## src/rtl/lim_pkg.sv

```systemverilog
`timescale 1ns/1ps
// lim_pkg: types shared by the outstanding limiter modules.
package lim_pkg;
    // Decision taken on one acknowledge pulse.
    typedef struct packed {
        logic take;   // acknowledge is counted
        logic bad;    // acknowledge violates the protocol
    } ack_verdict_t;
endpackage

```

## src/rtl/lim_issue_gate.sv

```systemverilog
`timescale 1ns/1ps
// lim_issue_gate
// Turns a request level or pulse into spaced, registered valid pulses.
// A request that cannot go out yet is kept in pend_q until the stall input
// is low and the spacing counter has run down.
// Assumes: SPACING >= 2, so that the count reflects the previous pulse
// before the next issue decision is taken.
module lim_issue_gate #(
    parameter int SPACING = 3
) (
    input  logic clk,
    input  logic rst_n,
    input  logic want_i,
    input  logic stall_i,
    output logic valid_o
);
    localparam int GW = (SPACING > 2) ? $clog2(SPACING) : 1;

    logic [GW-1:0] gap_q;
    logic          pend_q;
    logic          valid_q;
    logic          fire;

    // Issue when a request is present, the ceiling is not reached and spacing is clear.
    always_comb begin
        fire = (want_i | pend_q) & ~stall_i & (gap_q == '0);
    end

    // Register the pulse, keep unserved requests, and reload or run down the spacing counter.
    always_ff @(posedge clk) begin
        if (!rst_n) begin
            valid_q <= 1'b0;
            pend_q  <= 1'b0;
            gap_q   <= '0;
        end else begin
            valid_q <= fire;
            pend_q  <= (pend_q | want_i) & ~fire;
            if (fire) begin
                gap_q <= GW'(SPACING - 1);
            end else if (gap_q != '0) begin
                gap_q <= gap_q - 1'b1;
            end
        end
    end

    assign valid_o = valid_q;
endmodule

```

## src/rtl/lim_ack_monitor.sv

```systemverilog
`timescale 1ns/1ps
// lim_ack_monitor
// Judges each acknowledge pulse. An acknowledge is rejected when nothing is
// outstanding, or when it comes less than ACK_SPACING cycles after the
// previous acknowledge. Every acknowledge restarts the spacing window,
// accepted or not. Rejections set a sticky error flag.
// Assumes: ack_i is synchronous to clk.
module lim_ack_monitor
    import lim_pkg::*;
#(
    parameter int ACK_SPACING = 3
) (
    input  logic         clk,
    input  logic         rst_n,
    input  logic         ack_i,
    input  logic         empty_i,
    output ack_verdict_t verdict_o,
    output logic         err_o
);
    localparam int GW = (ACK_SPACING > 2) ? $clog2(ACK_SPACING) : 1;

    logic [GW-1:0] gap_q;
    logic          err_q;
    ack_verdict_t  verdict;

    // Classify the current acknowledge.
    always_comb begin
        verdict.bad  = ack_i & (empty_i | (gap_q != '0));
        verdict.take = ack_i & ~verdict.bad;
    end

    // Track the spacing since the last acknowledge and hold any error.
    always_ff @(posedge clk) begin
        if (!rst_n) begin
            gap_q <= '0;
            err_q <= 1'b0;
        end else begin
            err_q <= err_q | verdict.bad;
            if (ack_i) begin
                gap_q <= GW'(ACK_SPACING - 1);
            end else if (gap_q != '0) begin
                gap_q <= gap_q - 1'b1;
            end
        end
    end

    assign verdict_o = verdict;
    assign err_o     = err_q;
endmodule

```

## src/rtl/lim_credit_counter.sv

```systemverilog
`timescale 1ns/1ps
// lim_credit_counter
// Up/down count of outstanding requests, bounded to 0..CEILING.
// Assumes: the caller never raises up_i at the ceiling or down_i at zero.
// The guards only keep the range safe if that assumption is broken.
module lim_credit_counter #(
    parameter int CEILING = 32,
    localparam int CW = $clog2(CEILING + 1)
) (
    input  logic          clk,
    input  logic          rst_n,
    input  logic          up_i,
    input  logic          down_i,
    output logic [CW-1:0] count_o,
    output logic          full_o,
    output logic          empty_o
);
    logic [CW-1:0] cnt_q;

    // Apply the net change of this cycle.
    always_ff @(posedge clk) begin
        if (!rst_n) begin
            cnt_q <= '0;
        end else begin
            case ({up_i, down_i})
                2'b10:   if (cnt_q != CW'(CEILING)) cnt_q <= cnt_q + 1'b1;
                2'b01:   if (cnt_q != '0)           cnt_q <= cnt_q - 1'b1;
                default: cnt_q <= cnt_q;
            endcase
        end
    end

    assign count_o = cnt_q;
    assign full_o  = (cnt_q == CW'(CEILING));
    assign empty_o = (cnt_q == '0);
endmodule

```

## src/rtl/outstanding_limiter.sv

```systemverilog
`timescale 1ns/1ps
// outstanding_limiter
// Issues spaced request pulses and keeps at most CEILING of them unanswered.
// Acknowledges that are too close together, or that come while nothing is
// outstanding, are flagged and not counted.
// Assumes: one clock domain; REQ_SPACING >= 2.
module outstanding_limiter
    import lim_pkg::*;
#(
    parameter int CEILING     = 32,
    parameter int REQ_SPACING = 3,
    parameter int ACK_SPACING = 3,
    localparam int CW = $clog2(CEILING + 1)
) (
    input  logic          clk,
    input  logic          rst_n,
    input  logic          want_i,
    input  logic          ack_i,
    output logic          valid_o,
    output logic          stall_o,
    output logic [CW-1:0] count_o,
    output logic          proto_err_o
);
    logic         valid;
    logic         full;
    logic         empty;
    ack_verdict_t verdict;

    lim_issue_gate #(.SPACING(REQ_SPACING)) u_gate (
        .clk     (clk),
        .rst_n   (rst_n),
        .want_i  (want_i),
        .stall_i (full),
        .valid_o (valid)
    );

    lim_ack_monitor #(.ACK_SPACING(ACK_SPACING)) u_ackmon (
        .clk       (clk),
        .rst_n     (rst_n),
        .ack_i     (ack_i),
        .empty_i   (empty),
        .verdict_o (verdict),
        .err_o     (proto_err_o)
    );

    lim_credit_counter #(.CEILING(CEILING)) u_credit (
        .clk     (clk),
        .rst_n   (rst_n),
        .up_i    (valid),
        .down_i  (verdict.take),
        .count_o (count_o),
        .full_o  (full),
        .empty_o (empty)
    );

    assign valid_o = valid;
    assign stall_o = full;
endmodule

```

## config.mk

```make
export PLATFORM = sky130hd
export DESIGN_NAME = outstanding_limiter
export DESIGN_NICKNAME = d
export VERILOG_FILES = /design/src/rtl/lim_pkg.sv /design/src/rtl/lim_issue_gate.sv /design/src/rtl/lim_ack_monitor.sv /design/src/rtl/lim_credit_counter.sv /design/src/rtl/outstanding_limiter.sv
export SDC_FILE = /design/constraint.sdc
export NUM_CORES = 1
export LEC_CHECK = 0
export BUFFER_PORTS_ARGS = -buffer_cell sky130_fd_sc_hd__buf_2
export CORE_MARGIN = 4
export CORE_UTILIZATION = 39
export DETAILED_ROUTE_END_ITERATION = 10
export PLACE_DENSITY_LB_ADDON = 0.1
export SYNTH_ARGS = -nofsm -noshare
export SYNTH_HDL_FRONTEND = slang
export SYNTH_SLANG_ARGS = --single-unit
```

## constraint.sdc

```tcl
create_clock -name clk -period 5.75 [get_ports clk]
set_clock_uncertainty 0.2 [all_clocks]
set_input_delay 0 -clock clk [delete_from_list [all_inputs] [get_ports clk]]
set_output_delay 0 -clock clk [all_outputs]
set_load 0.01 [all_outputs]
```

Word-level counts from Yosys, hierarchy flattened
Index checks and enable logic that the tools add are counted.
{"block": "totals", "register_bits": 13, "latchBits": 0, "ramBits": 0, "romBits": 0, "in_bits": 4, "wordCells": 48, "memories": 0}
{"block": "op_classes", "add_sub_neg": 4, "n_mul": 0, "div_mod_pow": 0, "order_cmp": 0, "n_eq_ne": 6, "shift": 0, "muxes": 7, "bitwise": 12, "n_reduce_logical": 11}
{"operator": "6-bit two-way mux", "n": 2}
{"operator": "6-bit case mux with 2 select lines", "n": 1}
{"operator": "2-bit nonzero test", "n": 5}
{"operator": "2-bit two-way mux", "n": 4}
{"operator": "6-bit by 1-bit adder with 6-bit output, second input constant", "n": 1}
{"operator": "6-bit equality test, second input constant", "n": 1}
{"operator": "6-bit logical NOT", "n": 1}
{"operator": "6-bit != test, second input constant", "n": 1}
{"operator": "6-bit nonzero test", "n": 1}
{"operator": "6-bit by 1-bit subtractor with 6-bit output, second input constant", "n": 1}
{"operator": "1-bit bitwise AND", "n": 5}
{"operator": "2-bit by 1-bit != test with 1-bit output, second input constant", "n": 2}
{"operator": "1-bit NOT", "n": 4}
{"operator": "2-bit OR reduction", "n": 2}
{"operator": "2-bit by 1-bit subtractor with 2-bit output, second input constant", "n": 2}
{"operator": "1-bit OR", "n": 3}
{"operator": "3-bit AND reduction", "n": 1}
{"operator": "2-bit by 1-bit equality test with 1-bit output, second input constant", "n": 1}
{"operator": "2-bit equality test, second input constant", "n": 1}
{"operator": "2-bit logical NOT", "n": 1}

Depth between registers and ports, before layout
{"block": "depth", "depth_word": 8, "mapped_depth": 12}

Modules after synthesis
Synthesis repeated with hierarchy kept, for this count alone.
{"block": "unflattened", "cells_unflattened": 81, "area_unflattened_um2": 705.7}
{"mod": "lim_credit_counter", "n_inst": 1, "cells_per_inst": 59, "area_per_inst_um2": 454.2}
{"mod": "lim_issue_gate", "n_inst": 1, "cells_per_inst": 13, "area_per_inst_um2": 145.1}
{"mod": "lim_ack_monitor", "n_inst": 1, "cells_per_inst": 9, "area_per_inst_um2": 106.4}

Worst setup path before layout
OpenSTA, ideal clock, no wires.
{"block": "synth_path", "path_kind": "register to register", "start": "reg u_credit.cnt_q[1], in the netlist u_credit.count_o[1]", "end": "reg u_credit.cnt_q[2], in the netlist u_credit.count_o[2]", "setup_time_ns": 0.070, "arrival_ns": 2.615, "required_time_ns": 5.480, "path_slack_ns": 2.865, "path_stages_with_launch": 13, "synth_period_minus_slack_ns": 2.885, "cell_sequence": "dfxtp_1 -> buf_4 -> or3_1 -> o31ai_1 -> nor2_1 -> ha_1 -> buf_4 -> xor2_1 -> ha_1 -> a21oi_1 -> xor2_1 -> or3_1 -> a21boi_1"}
{"block": "synth_via", "elab_chain_cells": 8}
{"element": "from (decl)", "line_no": "lim_credit_counter.sv:18", "rtl": "logic [CW-1:0] cnt_q;"}
{"element": "from (signal assigned)", "line_no": "lim_credit_counter.sv:26", "rtl": "2'b10: if (cnt_q != CW'(CEILING)) cnt_q <= cnt_q + 1'b1;"}
{"element": "from (signal assigned)", "line_no": "lim_credit_counter.sv:27", "rtl": "2'b01: if (cnt_q != '0) cnt_q <= cnt_q - 1'b1;"}
{"element": "from (signal assigned)", "line_no": "lim_credit_counter.sv:28", "rtl": "default: cnt_q <= cnt_q;"}
{"element": "6-bit logical NOT", "line_no": "lim_credit_counter.sv:35", "rtl": "assign empty_o = (cnt_q == '0);"}
{"element": "1-bit OR", "line_no": "lim_ack_monitor.sv:28", "rtl": "verdict.bad = ack_i & (empty_i | (gap_q != '0));"}
{"element": "1-bit bitwise AND", "line_no": "lim_ack_monitor.sv:28"}
{"element": "1-bit NOT", "line_no": "lim_ack_monitor.sv:29", "rtl": "verdict.take = ack_i & ~verdict.bad;"}
{"element": "1-bit bitwise AND", "line_no": "lim_ack_monitor.sv:29"}
{"element": "2-bit by 1-bit equality test with 1-bit output / 2-bit equality test (equally long branches)", "line_no": "lim_credit_counter.sv:25", "rtl": "case ({up_i, down_i})"}
{"element": "2-bit by 1-bit != test with 1-bit output (no source line) / 2-bit nonzero test (equally long branches)"}
{"element": "3-bit AND reduction (no source line)"}
Parallel ways exist; a longest one is shown, timed or not. The select of a mux whose other input is x is not followed.
A chain may end at the register's enable or synchronous reset.

Final worst setup path
{"block": "layout_path", "start": "reg u_credit.cnt_q[2], in the netlist u_credit.count_o[2]", "end": "reg u_credit.cnt_q[2], in the netlist u_credit.count_o[2]"}
The elaborated chain is that of the path after synthesis.

==> results.sh <==
export IMPL_grt_max_degree=16
export IMPL_ir_drop_uv=213
export IMPL_yosysUniqueCellTypes=34
export IMPL_gp_congestion=0.752
export IMPL_drive_gt1_frac=0.189
export IMPL_reg2reg_from="u_credit.count_o[2]$_SDFFE_PN0P_"
export IMPL_clkSlewWorstSetupHoldPaths_ps=90
export IMPL_yosysWarnings=0
export IMPL_holdPathStages=2
export IMPL_p_total_mw=0.364
export IMPL_seq_area_frac_synth=0.329
export IMPL_setup_viol=0
export IMPL_drt_wl_total_mm=1.63
export IMPL_hold_path_class="reg -> reg"
export IMPL_antenna_violating_nets_post_route=0
export IMPL_num_vias=693
export IMPL_grt_use_met1=0.188
export IMPL_hp_start="u_ackmon.err_o$_SDFF_PN0_"
export IMPL_initialDrtViolationCount=15
export IMPL_outcome="complete, no violations"
export IMPL_max_freq_mhz=319
export IMPL_leakagePower_nw=0.396
export IMPL_synthAdderAreaFrac=0.0633
export IMPL_via_per_inst=5.21
export IMPL_gr_usage_met3=0.0338
export IMPL_initial_core_util=0.407
export IMPL_cts_resized=0
export IMPL_worstReg2RegEnd="u_credit.count_o[2]$_SDFFE_PN0P_"
export IMPL_dp_hpwl_mm=1.13
export IMPL_final_hold_viol_count=0
export IMPL_synth_edf_count=0
export IMPL_synth_nets=98
export IMPL_synth_compound_area_frac=0.196
export IMPL_grt_pass1_wl_mm=2.89
export IMPL_power_density_nw_per_um2=394
export IMPL_synth_simple_area_share=0.261
export IMPL_finalNetCount=115
export IMPL_coreArea_um2=1940
export IMPL_end_kind="register"
export IMPL_routedWlPerCell_um=12.3
export IMPL_cp_start_kind="register"
export IMPL_drc=0
export IMPL_cts_buffers=3
export IMPL_avgSynthCellArea_um2=8.79
export IMPL_grt_pass1_vias=643
export IMPL_die_w_um=53.0
export IMPL_synth_ff_latch_count=13
export IMPL_overflow=0
export IMPL_ioPinCount=13
export IMPL_setup_tns_ps=0
export IMPL_die_area_um2=2810
export IMPL_reg2reg_slack_ps=2620
export IMPL_yosys_most_used_dff="dfxtp_1"
export IMPL_antenna_found_initial=0
export IMPL_min_to="u_ackmon.err_o$_SDFF_PN0_"
export IMPL_grt_total_usage=0.144
export IMPL_clock_sinks=13
export IMPL_crit_required_ps=5770
export IMPL_synth_cell_area_um2=791
export IMPL_stdcell_area_um2=923
export IMPL_ys_async_sr_fraction=0
export IMPL_diodes=0
export IMPL_crit_fanout=13
export IMPL_finalCritPeriodShare=0.545
export IMPL_worstMarginPinSlew_ps=459
export IMPL_io_buffer_count=12
export IMPL_yosysTopAreaCell="dfxtp_1"
export IMPL_synth_area_top_cells="dfxtp_1, ha_1, nor2_1"
export IMPL_root_buffer="clkbuf_4"
export IMPL_clockBufferDepth=2
export IMPL_grt_busiest_layer="met2"
export IMPL_layout_commonest_cell="dfxtp_1"
export IMPL_met2_usage=0.211
export IMPL_rows=16
export IMPL_place_area_um2=857
export IMPL_yosysTopAreaCellShare=0.329
export IMPL_drtPass1Iterations=4
export IMPL_slew_limit_headroom=0.692
export IMPL_synthXorXnorAreaFrac=0.0443
export IMPL_r2r_cells=10
export IMPL_crit_arrival_ps=3150
export IMPL_synthMuxAreaShare=0.0570
export IMPL_clk_latency_ps=280
export IMPL_cts_tree="built"
export IMPL_synth_top_family_by_area="simple AND/OR/NAND/NOR gates"
export IMPL_period_needed_ps=3130
export IMPL_rsz0062_at_grt="no"
export IMPL_worstSetupPathType="reg -> reg"
export IMPL_htree_num_levels=1
export IMPL_max_cap_violations=0
export IMPL_final_cell_mix="dfxtp_1, buf_2, nor2_1"
export IMPL_areaGrowthSynthToFinish_pct=16.8
export IMPL_die_h_um=53.0
export IMPL_slew_violations=0
export IMPL_synth_cells=90
-- kinds of logic (layout without fill, tap and decap cells) --
| group | Yosys count | in the layout |
|---|---|---|
| DFF | 13 | 13 |
| adders and majority gates | 4 | 4 |
| xor gates and xnor gates | 4 | 4 |
| buffers and inverters | 7 | 23 |
| and+or+nand+nor | 37 | 37 |
| AOI/OAI and AO/OA | 21 | 21 |
| muxes | 4 | 4 |
-- per-stage QoR --
step                std cells  worst slack, ps  hold slack [ps]  utilization
CTS                       133             2620              294        0.476
global placement          125             2700             17.3        0.441
floorplan                  90             2870             -122            -
global route              133             2350              340        0.476
finish                    133             2620              292        0.476
detailed placement        125             2670             24.9        0.441
-- repair_timing --
item	4_1_cts	5_1_grt
endpoints found under the hold margin	13	0
hold buffers	4	0
buffers inserted	0	0
-- cell type report --
type / count / area, um^2
repair buffers: 16 / 100
flip-flops and latches: 13 / 260
inverters: 3 / 11.3
clock buffers: 4 / 26.3
well taps: 27 / 33.8
fillers: 197 / 1020
multi-input cells: 70 / 492
-- synthesized netlist by cell type (2+ instances only) --
master / count
and2_1: 2
xor2_1: 3
nand2b_1: 4
o21ai_0: 4
or3_1: 2
buf_4: 3
nand3b_1: 2
nor2b_1: 4
nand2_1: 6
nor2_1: 9
ha_1: 4
nor3_1: 2
o31ai_1: 2
inv_1: 3
dfxtp_1: 13
a21oi_1: 6
and3b_1: 2
mux2i_1: 3
-- state kept, by name (all words and copies together) (netlist names) --
name / flops
u_credit.count_o: 6
u_ackmon.gap_q: 2
u_gate.gap_q: 2
u_ackmon.err_o: 1
u_gate.pend_q: 1
u_gate.valid_o: 1
-- critical path, cell delays in order (launching register included) --
cell and delay (ps):
dfxtp_1 420, or3_1 420, o31ai_1 280, nor2_1 120, ha_1 370, xor2_1 210, ha_1 210, a21oi_1 250
xor2_1 130, or3_1 320, a21boi_1 150
-- worst max path at each step --
stage                                                start                                to  cells past startpoint
after CTS                 u_credit.count_o[2]$_SDFFE_PN0P_  u_credit.count_o[2]$_SDFFE_PN0P_                     10
after global placement    u_credit.count_o[1]$_SDFFE_PN0P_  u_credit.count_o[2]$_SDFFE_PN0P_                     10
after floorplan           u_credit.count_o[1]$_SDFFE_PN0P_  u_credit.count_o[2]$_SDFFE_PN0P_                     12
final                     u_credit.count_o[2]$_SDFFE_PN0P_  u_credit.count_o[2]$_SDFFE_PN0P_                     10
after detailed placement  u_credit.count_o[1]$_SDFFE_PN0P_  u_credit.count_o[2]$_SDFFE_PN0P_                     10
after global routing      u_credit.count_o[2]$_SDFFE_PN0P_  u_credit.count_o[2]$_SDFFE_PN0P_                     10
-- power breakdown --
group | leakage, nW | total (mW) | internal (mW) | switching (mW)
clock | 0.0150 | 0.0591 | 0.0270 | 0.0321
sequential | 0.106 | 0.132 | 0.106 | 0.0255
combinational | 0.275 | 0.173 | 0.0827 | 0.0907
-- routing by layer --
layer,wire [um],vias up
li1,-,352
met1,806,315
met2,702,21
met3,81,5
met4,42,0
met5,0,-
Note: power is estimated with default switching activity, not from simulation.
